### src/rtl/adc_cfg_pkg.sv
package adc_cfg_pkg;

    localparam int WORD_W = 24;

    // Bit positions within the configuration word
    localparam int B_RV  = 6;
    localparam int B_RS  = 7;
    localparam int B_LP  = 8;
    localparam int B_PD  = 9;
    localparam int B_PSS = 11;
    localparam int B_PSR = 12;

    localparam logic [WORD_W-1:0] RV_MASK  = WORD_W'(1) << B_RV;
    localparam logic [WORD_W-1:0] RS_MASK  = WORD_W'(1) << B_RS;
    localparam logic [WORD_W-1:0] CFG_INIT = 24'h000040;

    localparam int NUM_BANKS = 3;

    typedef enum logic [1:0] {
        PM_NORMAL  = 2'd0,
        PM_LOWPWR  = 2'd1,
        PM_STANDBY = 2'd2,
        PM_SLEEP   = 2'd3
    } pwr_mode_e;

    typedef enum logic [1:0] {
        SEL_CFG    = 2'd0,
        SEL_OFFSET = 2'd1,
        SEL_GAIN   = 2'd2,
        SEL_CHAN   = 2'd3
    } reg_sel_e;

    // Initial contents of bank b (0 offset, 1 gain, 2 channel setup)
    function automatic logic [WORD_W-1:0] bank_init(input int b);
        return (b == 1) ? 24'h400000 : 24'h000000;
    endfunction

    function automatic pwr_mode_e decode_mode(input logic [WORD_W-1:0] w);
        if (w[B_PSR]) return w[B_PSS] ? PM_SLEEP : PM_STANDBY;
        return w[B_LP] ? PM_LOWPWR : PM_NORMAL;
    endfunction

endpackage

### src/rtl/cfg_timer.sv
module cfg_timer #(
    parameter int N = 4
) (
    input  logic clk,
    input  logic rst_n,
    input  logic start,
    output logic busy,
    output logic last
);
    localparam int CW = (N > 1) ? $clog2(N + 1) : 1;

    typedef struct packed {
        logic          busy;
        logic [CW-1:0] cnt;
    } tmr_t;

    tmr_t st_d, st_q;

    always_comb begin
        st_d = st_q;
        if (start) begin
            st_d.busy = 1'b1;
            st_d.cnt  = CW'(N - 1);
        end else if (st_q.busy) begin
            if (st_q.cnt == '0) st_d.busy = 1'b0;
            else                st_d.cnt  = st_q.cnt - 1'b1;
        end
    end

    always_ff @(posedge clk or negedge rst_n) begin
        if (!rst_n) st_q <= '0;
        else        st_q <= st_d;
    end

    assign busy = st_q.busy;
    assign last = st_q.busy && (st_q.cnt == '0);

endmodule

### src/rtl/cfg_bank.sv
module cfg_bank #(
    parameter int          DEPTH = 4,
    parameter int          IDX_W = 2,
    parameter logic [23:0] INIT  = 24'h0
) (
    input  logic             clk,
    input  logic             rst_n,
    input  logic             init,
    input  logic             wr_en,
    input  logic [IDX_W-1:0] wr_idx,
    input  logic [23:0]      wr_data,
    input  logic [IDX_W-1:0] rd_idx,
    output logic [23:0]      rd_data
);
    logic [23:0] mem_d [DEPTH];
    logic [23:0] mem_q [DEPTH];

    always_comb begin
        for (int i = 0; i < DEPTH; i++) mem_d[i] = mem_q[i];
        if (init) begin
            for (int i = 0; i < DEPTH; i++) mem_d[i] = INIT;
        end else if (wr_en) begin
            mem_d[wr_idx] = wr_data;
        end
    end

    always_ff @(posedge clk or negedge rst_n) begin
        if (!rst_n) begin
            for (int i = 0; i < DEPTH; i++) mem_q[i] <= INIT;
        end else begin
            for (int i = 0; i < DEPTH; i++) mem_q[i] <= mem_d[i];
        end
    end

    assign rd_data = mem_q[rd_idx];

endmodule

### src/rtl/adc_cfg_ctrl.sv
module adc_cfg_ctrl
    import adc_cfg_pkg::*;
#(
    parameter  int RST_CYCLES  = 16,
    parameter  int WAKE_CYCLES = 50000,
    parameter  int BANK_DEPTH  = 4,
    localparam int IDX_W       = (BANK_DEPTH > 1) ? $clog2(BANK_DEPTH) : 1
) (
    input  logic              clk,
    input  logic              rst_n,
    input  logic              wr_en,
    input  logic [1:0]        wr_sel,
    input  logic [IDX_W-1:0]  wr_idx,
    input  logic [WORD_W-1:0] wr_data,
    input  logic              rd_en,
    input  logic [1:0]        rd_sel,
    input  logic [IDX_W-1:0]  rd_idx,
    output logic [WORD_W-1:0] rd_data,
    output logic [1:0]        power_mode,
    output logic              pump_off,
    output logic              osc_en,
    output logic              ready,
    output logic              conv_en
);
    typedef struct packed {
        logic [WORD_W-1:0] cfg;
    } ctrl_t;

    ctrl_t       st_d, st_q;
    logic        wr_cfg;
    logic        rst_start, rst_busy, rst_last;
    logic        wake_start, wake_busy, wake_last;
    pwr_mode_e   mode_q, mode_d;
    logic [WORD_W-1:0] cfg_word;
    logic [WORD_W-1:0] bank_rd [NUM_BANKS];

    // Next-state computation
    always_comb begin
        st_d   = st_q;
        wr_cfg = wr_en && (wr_sel == SEL_CFG);
        if (wr_cfg) begin
            if (st_q.cfg[B_RS] || wr_data[B_RS]) begin
                st_d.cfg[B_RS] = wr_data[B_RS];
            end else begin
                st_d.cfg = (wr_data & ~RV_MASK) | (st_q.cfg & RV_MASK);
            end
        end
        if (rd_en && (rd_sel == SEL_CFG)) st_d.cfg[B_RV] = 1'b0;
        if (rst_last) st_d.cfg = CFG_INIT | (st_d.cfg & RS_MASK);
    end

    always_ff @(posedge clk or negedge rst_n) begin
        if (!rst_n) st_q.cfg <= CFG_INIT;
        else        st_q     <= st_d;
    end

    assign cfg_word   = st_q.cfg;
    assign rst_start  = wr_cfg && !st_q.cfg[B_RS] && wr_data[B_RS];
    assign mode_q     = decode_mode(st_q.cfg);
    assign mode_d     = decode_mode(st_d.cfg);
    assign wake_start = (mode_q == PM_SLEEP) && (mode_d != PM_SLEEP);

    cfg_timer #(.N(RST_CYCLES)) u_rst_tmr (
        .clk   (clk),
        .rst_n (rst_n),
        .start (rst_start),
        .busy  (rst_busy),
        .last  (rst_last)
    );

    cfg_timer #(.N(WAKE_CYCLES)) u_wake_tmr (
        .clk   (clk),
        .rst_n (rst_n),
        .start (wake_start),
        .busy  (wake_busy),
        .last  (wake_last)
    );

    // Offset, gain and channel-setup banks
    for (genvar b = 0; b < NUM_BANKS; b++) begin : g_bank
        logic bank_we;
        assign bank_we = wr_en && (wr_sel == 2'(b + 1)) && !st_q.cfg[B_RS];
        cfg_bank #(
            .DEPTH (BANK_DEPTH),
            .IDX_W (IDX_W),
            .INIT  (bank_init(b))
        ) u_bank (
            .clk     (clk),
            .rst_n   (rst_n),
            .init    (rst_last),
            .wr_en   (bank_we),
            .wr_idx  (wr_idx),
            .wr_data (wr_data),
            .rd_idx  (rd_idx),
            .rd_data (bank_rd[b])
        );
    end

    always_comb begin
        case (rd_sel)
            SEL_OFFSET: rd_data = bank_rd[0];
            SEL_GAIN:   rd_data = bank_rd[1];
            SEL_CHAN:   rd_data = bank_rd[2];
            default:    rd_data = st_q.cfg;
        endcase
    end

    assign power_mode = mode_q;
    assign pump_off   = st_q.cfg[B_PD];
    assign osc_en     = (mode_q != PM_SLEEP);
    assign ready      = !st_q.cfg[B_RS] && !rst_busy && !wake_busy
                        && (mode_q != PM_SLEEP);
    assign conv_en    = ready && ((mode_q == PM_NORMAL) || (mode_q == PM_LOWPWR));

    logic unused_ok;
    assign unused_ok = wake_last;

endmodule

### config.mk
export PLATFORM = sky130hd
export DESIGN_NAME = adc_cfg_ctrl
export DESIGN_NICKNAME = d
export VERILOG_FILES = /design/src/rtl/adc_cfg_pkg.sv /design/src/rtl/cfg_timer.sv /design/src/rtl/cfg_bank.sv /design/src/rtl/adc_cfg_ctrl.sv
export SDC_FILE = /design/constraint.sdc
export NUM_CORES = 1
export LEC_CHECK = 0
export CAP_MARGIN = 5
export CELL_PAD_IN_SITES_DETAIL_PLACEMENT = 1
export CELL_PAD_IN_SITES_GLOBAL_PLACEMENT = 1
export CORE_ASPECT_RATIO = 0.9
export CORE_MARGIN = 1.5
export CORE_UTILIZATION = 40
export CTS_BUF_LIST = sky130_fd_sc_hd__clkbuf_8 sky130_fd_sc_hd__clkbuf_16
export DETAILED_ROUTE_END_ITERATION = 12
export DONT_BUFFER_PORTS = 1
export PLACE_DENSITY = 0.69
export SETUP_SLACK_MARGIN = 0.1
export SYNTH_ARGS = -nofsm -noshare
export SYNTH_HDL_FRONTEND = slang
export SYNTH_SLANG_ARGS = --single-unit
### constraint.sdc
create_clock -name clk -period 5.1 [get_ports clk]
set_input_delay 0.51 -clock clk [delete_from_list [all_inputs] [get_ports clk]]
set_output_delay 0.51 -clock clk [all_outputs]
set_load 0.02 [all_outputs]
==> flow_summary.ini <==
[floorplanning]
die_height_um = 193
ioPinCount = 66
core_region_area_um2 = 39500
overall_die_area_um2 = 41300
placement_rows = 69
die_width_um = 214
floorplan.initialDensity = 0.406

[yosys]
synth_top_cell_area_share = 0.516
synth_mux_area_frac = 0.139
synth_async_sr_flop_share = 1.00
ys_seq_elements = 335
syn-num-nets = 1708
synth_sequential_area_ratio = 0.524
yosys.area.top_type = sky130_fd_sc_hd__dfrtp_1
syn-mean-instance-area_um2 = 9.59
synth_xor_area_frac = 0.00164
synth_simple_gate_area_share = 0.187
cell_area_after_technology_mapping_um2 = 16000
yosys_warnings = 0
netlist_top_cells_area = sky130_fd_sc_hd__dfrtp_1, sky130_fd_sc_hd__nand2_1, sky130_fd_sc_hd__mux4_2
dominantRegCellSynth = sky130_fd_sc_hd__dfrtp_1
synth_enable_flop_cells = 0
synthDistinctLibCells = 53
largest_family_of_logic_cells_by_synthesized_area = simple AND/OR/NAND/NOR gates
adder_and_majority_gate_portion_of_the_synthesized_area = 0.00156
synth_compound_gate_area_share = 0.111
syn_inst = 1670

[detailed_routing]
post_drt_via_cell_ratio = 5.90
drc = 0
route.vias.total = 12700
drt-wirelength-per-cell_um = 25.1
ant_nets = 0
detailedRoute.firstIterationViolations = 1324
wl_um = 54200
drtPass1Iterations = 5

[clock_network]
cts.path.max_buffers = 3
ctsRootBufferMaster = sky130_fd_sc_hd__clkbuf_16
tritoncts_clock_tree = done
postCtsSetupBuffers = 0
cts.sink_count = 335
h-tree-depth = 2
cts_repair_resized_insts = 0
cts.clk_slew.worst_paths_ns = 0.06
worst_skew_pair.late_latency_ns = 0.56
tritoncts.num_buffers = 38

[setup_path]
crit_required_ns = 4.59
critical_path.slowest_cell = sky130_fd_sc_hd__dfrtp_1
cp_cell_sequence = and2_1 -> inv_1 -> o21ai_0
crit_buf_inv = 1
cp_slowest_stage_delay_ns = 0.56
crit_path_max_fanout = 11
worst_setup_path_end_kind = output pin
cp-start-kind = register
cpLargestDelayFamily = flip-flops
critPathKind = register to output pin
arrival_ns = 2.22

[sta]
rsz0062_at_grt = false
fin_crit_sh = 0.535
max_clock_freq_ghz = 0.366
fin_crit_ns = 2.73
worst_slew_margin_rel = 0.209
timing.hold.ws_ns = -0.313
maxSlewViolCount = 0
fin_setup_tns_ns = 0
final_critical_path_setup_slack_ns = 2.37
finalSetupViolCount = 0
worst_slew_pin_slew_ns = 1.18
finalHoldViolations = 330
finalClockSkew_ns = 0.0106

[global_route]
vias_in_the_first_global_route = 13600
grt_start_max_net_pins = 336
global_route.overflow_total = 0
grt_first_pass_wirelength_um = 83500
antenna_violations_before_repair = 0
grt_util_all_layers = 0.268

[final_layout]
finalNetCount = 1637
antenna_cells_inserted = 0
flow.area_growth_from_synthesis_pct = 10.3
drive_above_1_share = 0.134
layout_commonest_cell = sky130_fd_sc_hd__nand2_1
stdcell_count = 2157
final_area_um2 = 17700
nFillCells = 4445
final_cell_mix = sky130_fd_sc_hd__nand2_1, sky130_fd_sc_hd__dfrtp_1, sky130_fd_sc_hd__a21oi_1, sky130_fd_sc_hd__mux4_2, sky130_fd_sc_hd__clkbuf_16
final_core_util = 0.448

[power_and_ir_drop]
net_sw_power_mw = 3.04
seqPwrFrac = 0.466
cell_internal_power_mw = 6.68
netSwitchingFraction = 0.313
power_leakage_nw = 7.46
total_power_mw = 9.72
p_clk_frac = 0.280
vdd_ir_drop_max_mv = 0.194
combPwrFrac = 0.253
total_power_per_unit_cell_area_nw_per_um2 = 551

[place]
gp_congestion = 0.763
post-dp-hpwl_um = 30800
postPlaceCellArea_um2 = 16400
io_buffers = 0
minimum_setup_slack_after_placement_ns = 2.55
total_instance_count_after_detailed_placement = 2091

[run_status]
status = finished with violations
violations = negative hold slack

[job]
timing.max_cap.violations = 0

[worst_hold_path]
min_path_type = input pin to async pin
## flip-flops by register name (all words and copies together) (netlist names)
name                 count
cfg_word                24
u_rst_tmr.st_q           5
u_wake_tmr.busy          1
u_rst_tmr.busy           1
g_bank.u_bank.mem_q    288
u_wake_tmr.st_q         16
## cells in the mapped netlist, types with 3 or more instances
library cell	number
sky130_fd_sc_hd__nand2_1	644
sky130_fd_sc_hd__nand3_1	12
sky130_fd_sc_hd__nand2b_1	3
sky130_fd_sc_hd__mux2i_1	6
sky130_fd_sc_hd__clkbuf_1	119
sky130_fd_sc_hd__nor2b_1	3
sky130_fd_sc_hd__or4b_2	3
sky130_fd_sc_hd__or4_1	3
sky130_fd_sc_hd__nand4_1	3
sky130_fd_sc_hd__inv_1	7
sky130_fd_sc_hd__nor3_1	6
sky130_fd_sc_hd__nand4bb_1	4
sky130_fd_sc_hd__or3_1	7
sky130_fd_sc_hd__o21ai_0	9
sky130_fd_sc_hd__buf_1	11
sky130_fd_sc_hd__or2_2	4
sky130_fd_sc_hd__a21oi_1	318
sky130_fd_sc_hd__nor4_1	5
sky130_fd_sc_hd__buf_2	10
sky130_fd_sc_hd__a21o_1	3
sky130_fd_sc_hd__a21boi_0	4
sky130_fd_sc_hd__nor2_1	19
sky130_fd_sc_hd__mux4_2	96
sky130_fd_sc_hd__o31ai_1	3
sky130_fd_sc_hd__dfstp_2	5
sky130_fd_sc_hd__dfrtp_1	330
## cell type report
class,count,area (um^2),area share
Clock buffer,50,1130,0.0638
Clock inverter,16,98.8,0.00560
Inverter,7,26.3,0.00149
Multi-Input combinational cell,1187,7100,0.402
Sequential cell,335,8390,0.475
Tap cell,532,666,0.0377
Timing Repair Buffer,30,250,0.0142
## routing by layer
| metal | wire length [um] | track usage | vias to the layer above | share of wire |
|---|---|---|---|---|
| li1 | - | - | 5522 | - |
| met1 | 23700 | 0.360 | 6744 | 0.44 |
| met2 | 25500 | 0.432 | 355 | 0.47 |
| met3 | 3230 | 0.0578 | 111 | 0.060 |
| met4 | 1710 | 0.0914 | 0 | 0.032 |
| met5 | 0 | 0 | - | 0 |
## power by group through the flow
stage	clock network (mW)	registers [mW]	logic, mW
3_5_place_dp	0	4.57	2.46
3_3_place_gp	0	4.50	2.32
4_1_cts	2.77	4.53	2.47
6_report	2.73	4.54	2.46
5_1_grt	2.86	4.68	2.74
2_1_floorplan	0	4.31	2.06
## final timing paths
| path | from | to | slack (ns) | cells after the start |
|---|---|---|---|---|
| min in group clk | wr_data[1] | g_bank[1].u_bank.mem_q[1]$_DFFE_PN0P_ | 0.08 | 2 |
| max in group asynchronous | rst_n | g_bank[2].u_bank.mem_q[68]$_DFFE_PN0P_ | 4.56 | 0 |
| setup / recovery | cfg_word[12]$_DFF_PN0_ | power_mode[0] | 2.37 | 3 |
| hold reg to reg | cfg_word[6]$_DFFE_PN1P_ | cfg_word[6]$_DFFE_PN1P_ | 0.49 | 2 |
| setup reg to reg | u_rst_tmr.st_q[0]$_DFFE_PN0P_ | g_bank[0].u_bank.mem_q[40]$_DFFE_PN0P_ | 2.49 | 6 |
| hold / removal | rst_n | g_bank[1].u_bank.mem_q[77]$_DFFE_PN0P_ | -0.31 | 0 |
## cells by family (layout without fill, tap and decap cells)
family | after synthesis | count (layout)
buf+inv | 148 | 103
flops | 335 | 335
mux | 103 | 103
fa+ha+maj | 2 | 2
compound gates | 345 | 345
simple gates | 734 | 734
xor+xnor | 3 | 3
Power figures use the tool's default switching activity.
